[src/rtl/pds_pkg.sv]
package pds_pkg;

  typedef enum logic [1:0] {K_PWR, K_RST, K_ISO} step_kind_e;
  typedef enum logic [1:0] {S_IDLE, S_STEP, S_WAIT} seq_state_e;

  // Which vector the slot idx acts on, per direction.
  function automatic step_kind_e kind_of(input logic dir_on, input logic [1:0] idx);
    step_kind_e k;
    case (idx)
      2'd0:    k = dir_on ? K_PWR : K_ISO;
      2'd1:    k = K_RST;
      default: k = dir_on ? K_ISO : K_PWR;
    endcase
    return k;
  endfunction

  // Whether the selected bits go to 1 (otherwise to 0).
  function automatic logic drive_high(input logic dir_on, input step_kind_e k);
    return dir_on ^ (k == K_PWR);
  endfunction

endpackage

[src/rtl/pds_vec_reg.sv]
module pds_vec_reg #(
  parameter int W = 8,
  parameter logic [W-1:0] RST_VAL = '0
) (
  input  logic         clk,
  input  logic         rst_n,
  input  logic         we,
  input  logic         set,
  input  logic [W-1:0] mask,
  output logic [W-1:0] q
);

  function automatic logic [W-1:0] apply(input logic [W-1:0] v, input logic [W-1:0] m,
                                         input logic s);
    return s ? (v | m) : (v & ~m);
  endfunction

  always_ff @(posedge clk or negedge rst_n) begin
    if (!rst_n) q <= RST_VAL;
    else if (we) q <= apply(q, mask, set);
  end

  AST_VEC_HOLD: assert property (@(posedge clk) disable iff (!rst_n)
    !we |=> $stable(q));
  AST_VEC_MASKED: assert property (@(posedge clk) disable iff (!rst_n)
    we |=> ((q ^ $past(q)) & ~$past(mask)) == '0);

endmodule

[src/rtl/pds_timer.sv]
module pds_timer #(
  parameter int CNT_W = 8
) (
  input  logic             clk,
  input  logic             rst_n,
  input  logic             load,
  input  logic [CNT_W-1:0] load_val,
  output logic             expired
);

  logic [CNT_W-1:0] cnt;

  always_ff @(posedge clk or negedge rst_n) begin
    if (!rst_n) cnt <= '0;
    else if (load) cnt <= load_val;
    else if (cnt != '0) cnt <= cnt - 1'b1;
  end

  assign expired = (cnt == '0);

endmodule

[src/rtl/pds_status.sv]
module pds_status #(
  parameter int NUM_DOM = 4,
  parameter int VEC_W   = 8
) (
  input  logic [VEC_W-1:0]         pwr_vec,
  input  logic [NUM_DOM*VEC_W-1:0] pwr_mask_cfg,
  output logic [NUM_DOM-1:0]       dom_on
);

  function automatic logic is_on(input logic [VEC_W-1:0] v, input logic [VEC_W-1:0] m);
    return (v & m) == '0;
  endfunction

  for (genvar d = 0; d < NUM_DOM; d++) begin : g_dom
    assign dom_on[d] = is_on(pwr_vec, pwr_mask_cfg[d*VEC_W +: VEC_W]);
  end

endmodule

[src/rtl/pwr_dom_seq.sv]
module pwr_dom_seq
  import pds_pkg::*;
#(
  parameter int NUM_DOM = 4,
  parameter int VEC_W   = 8,
  parameter int CNT_W   = 8,
  localparam int DOM_W  = (NUM_DOM > 1) ? $clog2(NUM_DOM) : 1,
  localparam int CFG_W  = NUM_DOM * VEC_W
) (
  input  logic             clk,
  input  logic             rst_n,
  input  logic             req_valid,
  input  logic             req_on,
  input  logic [DOM_W-1:0] req_dom,
  input  logic             err_clr,
  input  logic [CNT_W-1:0] settle,
  input  logic [CFG_W-1:0] pwr_mask_cfg,
  input  logic [CFG_W-1:0] iso_mask_cfg,
  input  logic [CFG_W-1:0] rst_mask_cfg,
  output logic [VEC_W-1:0] pwr_vec,
  output logic [VEC_W-1:0] iso_vec,
  output logic [VEC_W-1:0] rst_vec,
  output logic [NUM_DOM-1:0] dom_on,
  output logic             busy,
  output logic             done,
  output logic             err
);

  seq_state_e       state;
  logic [1:0]       idx;
  logic             dir_on;
  logic [VEC_W-1:0] m_pwr, m_iso, m_rst;
  logic             done_q, err_q;

  // Named internal events
  step_kind_e       cur_kind;
  logic [VEC_W-1:0] cur_mask;
  logic             in_step, skip, last, step_fire, step_set;
  logic             accept, drop, tmr_load, tmr_expired;
  logic             pwr_we, iso_we, rst_we;

  always_comb begin
    cur_kind = kind_of(dir_on, idx);
    case (cur_kind)
      K_PWR:   cur_mask = m_pwr;
      K_RST:   cur_mask = m_rst;
      default: cur_mask = m_iso;
    endcase
  end

  assign in_step   = (state == S_STEP);
  assign skip      = (cur_kind != K_PWR) && (cur_mask == '0);
  assign last      = (idx == 2'd2);
  assign step_fire = in_step && !skip;
  assign step_set  = drive_high(dir_on, cur_kind);
  assign accept    = req_valid && (state == S_IDLE);
  assign drop      = req_valid && (state != S_IDLE);
  assign tmr_load  = step_fire && !last;
  assign pwr_we    = step_fire && (cur_kind == K_PWR);
  assign iso_we    = step_fire && (cur_kind == K_ISO);
  assign rst_we    = step_fire && (cur_kind == K_RST);

  always_ff @(posedge clk or negedge rst_n) begin
    if (!rst_n) begin
      state  <= S_IDLE;
      idx    <= 2'd0;
      dir_on <= 1'b0;
      m_pwr  <= '0;
      m_iso  <= '0;
      m_rst  <= '0;
      done_q <= 1'b0;
      err_q  <= 1'b0;
    end else begin
      done_q <= 1'b0;
      if (err_clr) err_q <= 1'b0;
      if (drop)    err_q <= 1'b1;
      case (state)
        S_IDLE: if (accept) begin
          state  <= S_STEP;
          idx    <= 2'd0;
          dir_on <= req_on;
          m_pwr  <= pwr_mask_cfg[int'(req_dom)*VEC_W +: VEC_W];
          m_iso  <= iso_mask_cfg[int'(req_dom)*VEC_W +: VEC_W];
          m_rst  <= rst_mask_cfg[int'(req_dom)*VEC_W +: VEC_W];
        end
        S_STEP: begin
          if (last) begin
            state  <= S_IDLE;
            done_q <= 1'b1;
          end else begin
            idx   <= idx + 2'd1;
            state <= skip ? S_STEP : S_WAIT;
          end
        end
        S_WAIT: if (tmr_expired) state <= S_STEP;
        default: state <= S_IDLE;
      endcase
    end
  end

  pds_timer #(.CNT_W(CNT_W)) u_timer (
    .clk(clk), .rst_n(rst_n), .load(tmr_load), .load_val(settle), .expired(tmr_expired)
  );

  pds_vec_reg #(.W(VEC_W), .RST_VAL('0)) u_pwr (
    .clk(clk), .rst_n(rst_n), .we(pwr_we), .set(step_set), .mask(m_pwr), .q(pwr_vec)
  );
  pds_vec_reg #(.W(VEC_W), .RST_VAL('1)) u_iso (
    .clk(clk), .rst_n(rst_n), .we(iso_we), .set(step_set), .mask(m_iso), .q(iso_vec)
  );
  pds_vec_reg #(.W(VEC_W), .RST_VAL('1)) u_rst (
    .clk(clk), .rst_n(rst_n), .we(rst_we), .set(step_set), .mask(m_rst), .q(rst_vec)
  );

  pds_status #(.NUM_DOM(NUM_DOM), .VEC_W(VEC_W)) u_status (
    .pwr_vec(pwr_vec), .pwr_mask_cfg(pwr_mask_cfg), .dom_on(dom_on)
  );

  assign busy = (state != S_IDLE);
  assign done = done_q;
  assign err  = err_q;

  AST_NO_STEP_NO_CHANGE: assert property (@(posedge clk) disable iff (!rst_n)
    !step_fire |=> ($stable(pwr_vec) && $stable(iso_vec) && $stable(rst_vec)));
  AST_OFF_ISO_BEFORE_PWR: assert property (@(posedge clk) disable iff (!rst_n)
    (step_fire && !dir_on && cur_kind == K_PWR) |->
      ((iso_vec & m_iso) == '0 && (rst_vec & m_rst) == '0));
  AST_ON_PWR_BEFORE_ISO: assert property (@(posedge clk) disable iff (!rst_n)
    (step_fire && dir_on && cur_kind == K_ISO) |->
      ((pwr_vec & m_pwr) == '0 && (rst_vec & m_rst) == m_rst));
  AST_DONE_ONE_CYCLE: assert property (@(posedge clk) disable iff (!rst_n)
    done |=> !done);
  AST_DONE_NOT_BUSY: assert property (@(posedge clk) disable iff (!rst_n)
    done |-> !busy);
  AST_DROP_SETS_ERR: assert property (@(posedge clk) disable iff (!rst_n)
    (req_valid && busy) |=> err);

endmodule

[config.mk]
export PLATFORM = sky130hd
export DESIGN_NAME = pwr_dom_seq
export DESIGN_NICKNAME = d
export VERILOG_FILES = /design/src/rtl/pds_pkg.sv /design/src/rtl/pds_vec_reg.sv /design/src/rtl/pds_timer.sv /design/src/rtl/pds_status.sv /design/src/rtl/pwr_dom_seq.sv
export SDC_FILE = /design/constraint.sdc
export NUM_CORES = 1
export LEC_CHECK = 0
export ABC_AREA = 1
export BUFFER_PORTS_ARGS = -buffer_cell sky130_fd_sc_hd__buf_2
export CAP_MARGIN = 40
export CORE_UTILIZATION = 50
export CTS_BUF_LIST = sky130_fd_sc_hd__clkbuf_4 sky130_fd_sc_hd__clkbuf_8 sky130_fd_sc_hd__clkbuf_16
export DETAILED_ROUTE_END_ITERATION = 8
export PLACE_DENSITY = 0.93
export SYNTH_ARGS = -nofsm -noshare
export SYNTH_HDL_FRONTEND = slang
export SYNTH_SLANG_ARGS = --single-unit
[constraint.sdc]
create_clock -name clk -period 2.4 [get_ports clk]
set_clock_uncertainty 0.2 [all_clocks]
set_input_delay 0.12 -clock clk [delete_from_list [all_inputs] [get_ports clk]]
set_output_delay 0.12 -clock clk [all_outputs]
set_load 0.02 [all_outputs]
==> results.txt <==
Outcome: completed
Post-synthesis mux area share: 0%
Boundary Pins: 142
Pin count of the biggest net entering global routing: 57
Die area: 8040 um^2
Buffer type at the clock tree root: sky130_fd_sc_hd__clkbuf_8
Initial core utilization: 52.42%
Total negative setup slack: 0 ns
Minimum period implied by the final worst setup slack: 2.321 ns
Antenna diode instance count: 0
Synth Area per Inst: 7.319 um^2
Final std cells w/o fill: 836
TritonCTS clock tree: yes
Number of synthesized flops with an enable pin: 0
Fraction of final layout cells with drive strength greater than 1: 26.32%
Chip width: 89.67 um
Largest family of logic cells by synthesized area: simple AND/OR/NAND/NOR gates
Number of remaining DRC errors: 0
Per-cell via count in the routed design: 5.650
RSZ-0062 raised after global routing: false
Tightest hold margin: 0.05259 ns
Post-synthesis simple-gate area fraction: 31.75%
Number of hold-slack violations in the final timing report: 0
Total track usage: 33.87%
Maximum level of the CTS H-tree: 3
DRC marker count from the first detailed-route iteration: 297
Area post-placement: 4588 um^2
Critical Path RT: 2.47 ns
Die outline height: 89.67 um
Capturing element type of the critical path: register
Final worst slack: 0.07877 ns
Fill cell total of the finished layout: 507
P&R area growth vs syn: 44.94%
Cell variety after synth: 34
Total grt overflow: 0
Fraction of registers with async set or reset after synthesis: 100.0%
Xor and xnor area share after synthesis: 1.368%
1st-pass router iterations: 5
# rows: 31
Startpoint type of the worst setup path: primary input
Top area cells in the synthesized netlist: sky130_fd_sc_hd__dfrtp_1 (31%), sky130_fd_sc_hd__nor2_1 (11%), sky130_fd_sc_hd__dfstp_2 (11%), sky130_fd_sc_hd__nand2_1 (10%), sky130_fd_sc_hd__o21ai_0 (8.2%)
Number of port buffers: 141
Number of register bits inferred by synthesis: 63
Number of nets in the final layout: 849
Seq/Total Area, Yosys: 41.55%
Final cycle utilization of the critical path: 96.72%
Synthesized cell area: 3842 um^2
Half-perimeter wire length of the detailed placement result: 8289 um
Clock Latency Late Sink: 0.34 ns
Max cap viols: 0
Number of antenna violations at the first check in global routing: 0
Max IR drop VDD: 0.8347 mV
Number of warnings reported in the yosys synthesis log: 0
Post-CTS clock slew at the launch and capture registers of the worst setup and hold paths: 0.07 ns
Post-DRT Antenna Nets: 0
Cell Pwr Density: 1112 nW/um^2
Core region area: 7331 um^2
Number of CTS-inserted buffers: 9
Drt wl/cell: 15.30 um
RD Place Congestion: 0.8703
Inst Count DP: 744
Worst slack after detailed placement: 0.4042 ns
CTS max path bufs: 2
Via count of the first global-routing pass: 4,552
Synthesized net count: 642
Finished layout cell area: 5569 um^2
First-pass GRT wire length: 20,430 um
Syn Inst Count: 525
Commonest register cell after synthesis: sky130_fd_sc_hd__dfrtp_1
Complex-gate fraction of the synthesized area: 16.28%
Reported leakage power: 2.635 nW
Min-delay worst type: in2reg
Max Fanout on Critical Path: 56
Post-synthesis cell type with the largest combined area: sky130_fd_sc_hd__dfrtp_1
Peak clock frequency supported by timing: 0.4308 GHz
Transition time at the pin with the least slew margin: 0.7198 ns
Wire length after detailed routing: 12,790 um
Via total after detailed routing: 4,723
Final cell utilization of the core: 75.97%
Critical setup path kind: in2reg
Synthesized-area fraction occupied by adder cells: 1.954%
Top cell type's share of synthesized area: 30.61%
Critical path data arrival time: 2.39 ns
Worst-case headroom to the max-slew limit: 52.01%
Overall power consumption: 6.194 mW
Final max-slew violation count: 0
Final count of negative-setup-slack endpoints: 0
Sink count of the clock tree: 63
-- cells by family (layout without fill, tap and decap cells) --
family | after synthesis | count (layout)
buffers and inverters | 61 | 273
adder cells (fa/ha/maj) | 6 | 6
flip-flops | 63 | 63
AO/OA/AOI/OAI | 109 | 109
AND/OR/NAND/NOR | 280 | 280
XOR/XNOR | 6 | 6
-- per-layer routing --
| metal | share of wire [%] | wire [um] | GRT usage, % | vias up |
|---|---|---|---|---|
| met1 | 39 | 4940 | 39.10 | 2194 |
| met4 | 4.9 | 622 | 22.08 | 0 |
| met3 | 7.5 | 962 | 5.027 | 58 |
| met5 | 0 | 0 | 0 | - |
| li1 | - | - | - | 2180 |
| met2 | 49 | 6268 | 58.68 | 291 |
-- layout by cell type, fill, tap and decap left out, types with 3 or more instances in the layout --
cell type and count:
sky130_fd_sc_hd__buf_2 141, sky130_fd_sc_hd__nor2_1 113, sky130_fd_sc_hd__nand2_1 105, sky130_fd_sc_hd__dlygate4sd3_1 76, sky130_fd_sc_hd__o21ai_0 63, sky130_fd_sc_hd__dfrtp_1 47, sky130_fd_sc_hd__nand4_1 36, sky130_fd_sc_hd__inv_1 31
sky130_fd_sc_hd__a31oi_1 20, sky130_fd_sc_hd__dfstp_2 16, sky130_fd_sc_hd__nand3_1 11, sky130_fd_sc_hd__clkbuf_8 9, sky130_fd_sc_hd__o22ai_1 6, sky130_fd_sc_hd__a21oi_1 6, sky130_fd_sc_hd__ha_1 6, sky130_fd_sc_hd__buf_4 5
sky130_fd_sc_hd__nor3_1 4, sky130_fd_sc_hd__o211ai_1 4, sky130_fd_sc_hd__nand2_4 4, sky130_fd_sc_hd__xnor2_1 4, sky130_fd_sc_hd__clkbuf_4 3
-- final cells by class --
class                           instances  area, um^2  share of cell area [%]
Clock inverter                          4       70.07                   1.258
Tap cell                               99       123.9                   2.224
Timing Repair Buffer                  224        1535                   27.57
Inverter                               33       123.9                   2.224
Clock buffer                           12       146.4                   2.629
Sequential cell                        63        1597                   28.67
Multi-Input combinational cell        401        1973                   35.43
-- timing repair --
action | CTS | global route
setup endpoints to repair | 0 | 18
resized for setup | 0 | 1
hold buffers | 76 | 0
hold endpoints to repair | 59 | 0
setup buffers | 0 | 0
-- worst paths after layout --
| path | startpoint | end | slack [ns] | cells past startpoint |
|---|---|---|---|---|
| min | rst_mask_cfg[24] | m_rst[0] | 0.05 | 5 |
| max in group asynchronous | rst_n | async pin | 1.15 | 3 |
| max | req_dom[0] | m_rst[6] | 0.08 | 8 |
| max reg2reg | state[1] | m_rst[6] | 0.08 | 7 |
| min reg2reg | register | register | 0.27 | 2 |
| min in group asynchronous | rst_n | m_rst[4] | 0.17 | 2 |
-- synthesized netlist by cell type (4+ instances only) --
cell                         n
sky130_fd_sc_hd__nor3_1      4
sky130_fd_sc_hd__dfrtp_1    47
sky130_fd_sc_hd__nand3_1    11
sky130_fd_sc_hd__xnor2_1     4
sky130_fd_sc_hd__a31oi_1    20
sky130_fd_sc_hd__buf_4       4
sky130_fd_sc_hd__a21oi_1     6
sky130_fd_sc_hd__ha_1        6
sky130_fd_sc_hd__inv_1      31
sky130_fd_sc_hd__nand2_4     4
sky130_fd_sc_hd__o21ai_0    63
sky130_fd_sc_hd__nand2_1   105
sky130_fd_sc_hd__nor2_1    113
sky130_fd_sc_hd__o22ai_1     6
sky130_fd_sc_hd__nand4_1    36
sky130_fd_sc_hd__dfstp_2    16
sky130_fd_sc_hd__buf_2      11
sky130_fd_sc_hd__clkbuf_1   11
sky130_fd_sc_hd__o211ai_1    4
-- report_power, final --
group	total, mW	internal, mW	switching [mW]
clock network	1.02	0.617	0.399
registers	2.13	1.64	0.495
logic	3.05	1.23	1.82
total	6.19	3.48	2.71
-- worst max-delay path, stage by stage --
cell                            delay, ns
sky130_fd_sc_hd__buf_2               0.09
sky130_fd_sc_hd__buf_4               0.44
sky130_fd_sc_hd__nor2_1              0.10
sky130_fd_sc_hd__nor2_1              0.14
sky130_fd_sc_hd__o21ai_0             0.12
sky130_fd_sc_hd__dlygate4sd3_1       0.62
sky130_fd_sc_hd__a31oi_1             0.15
sky130_fd_sc_hd__dlygate4sd3_1       0.61
(Power assumes the default switching activity.)
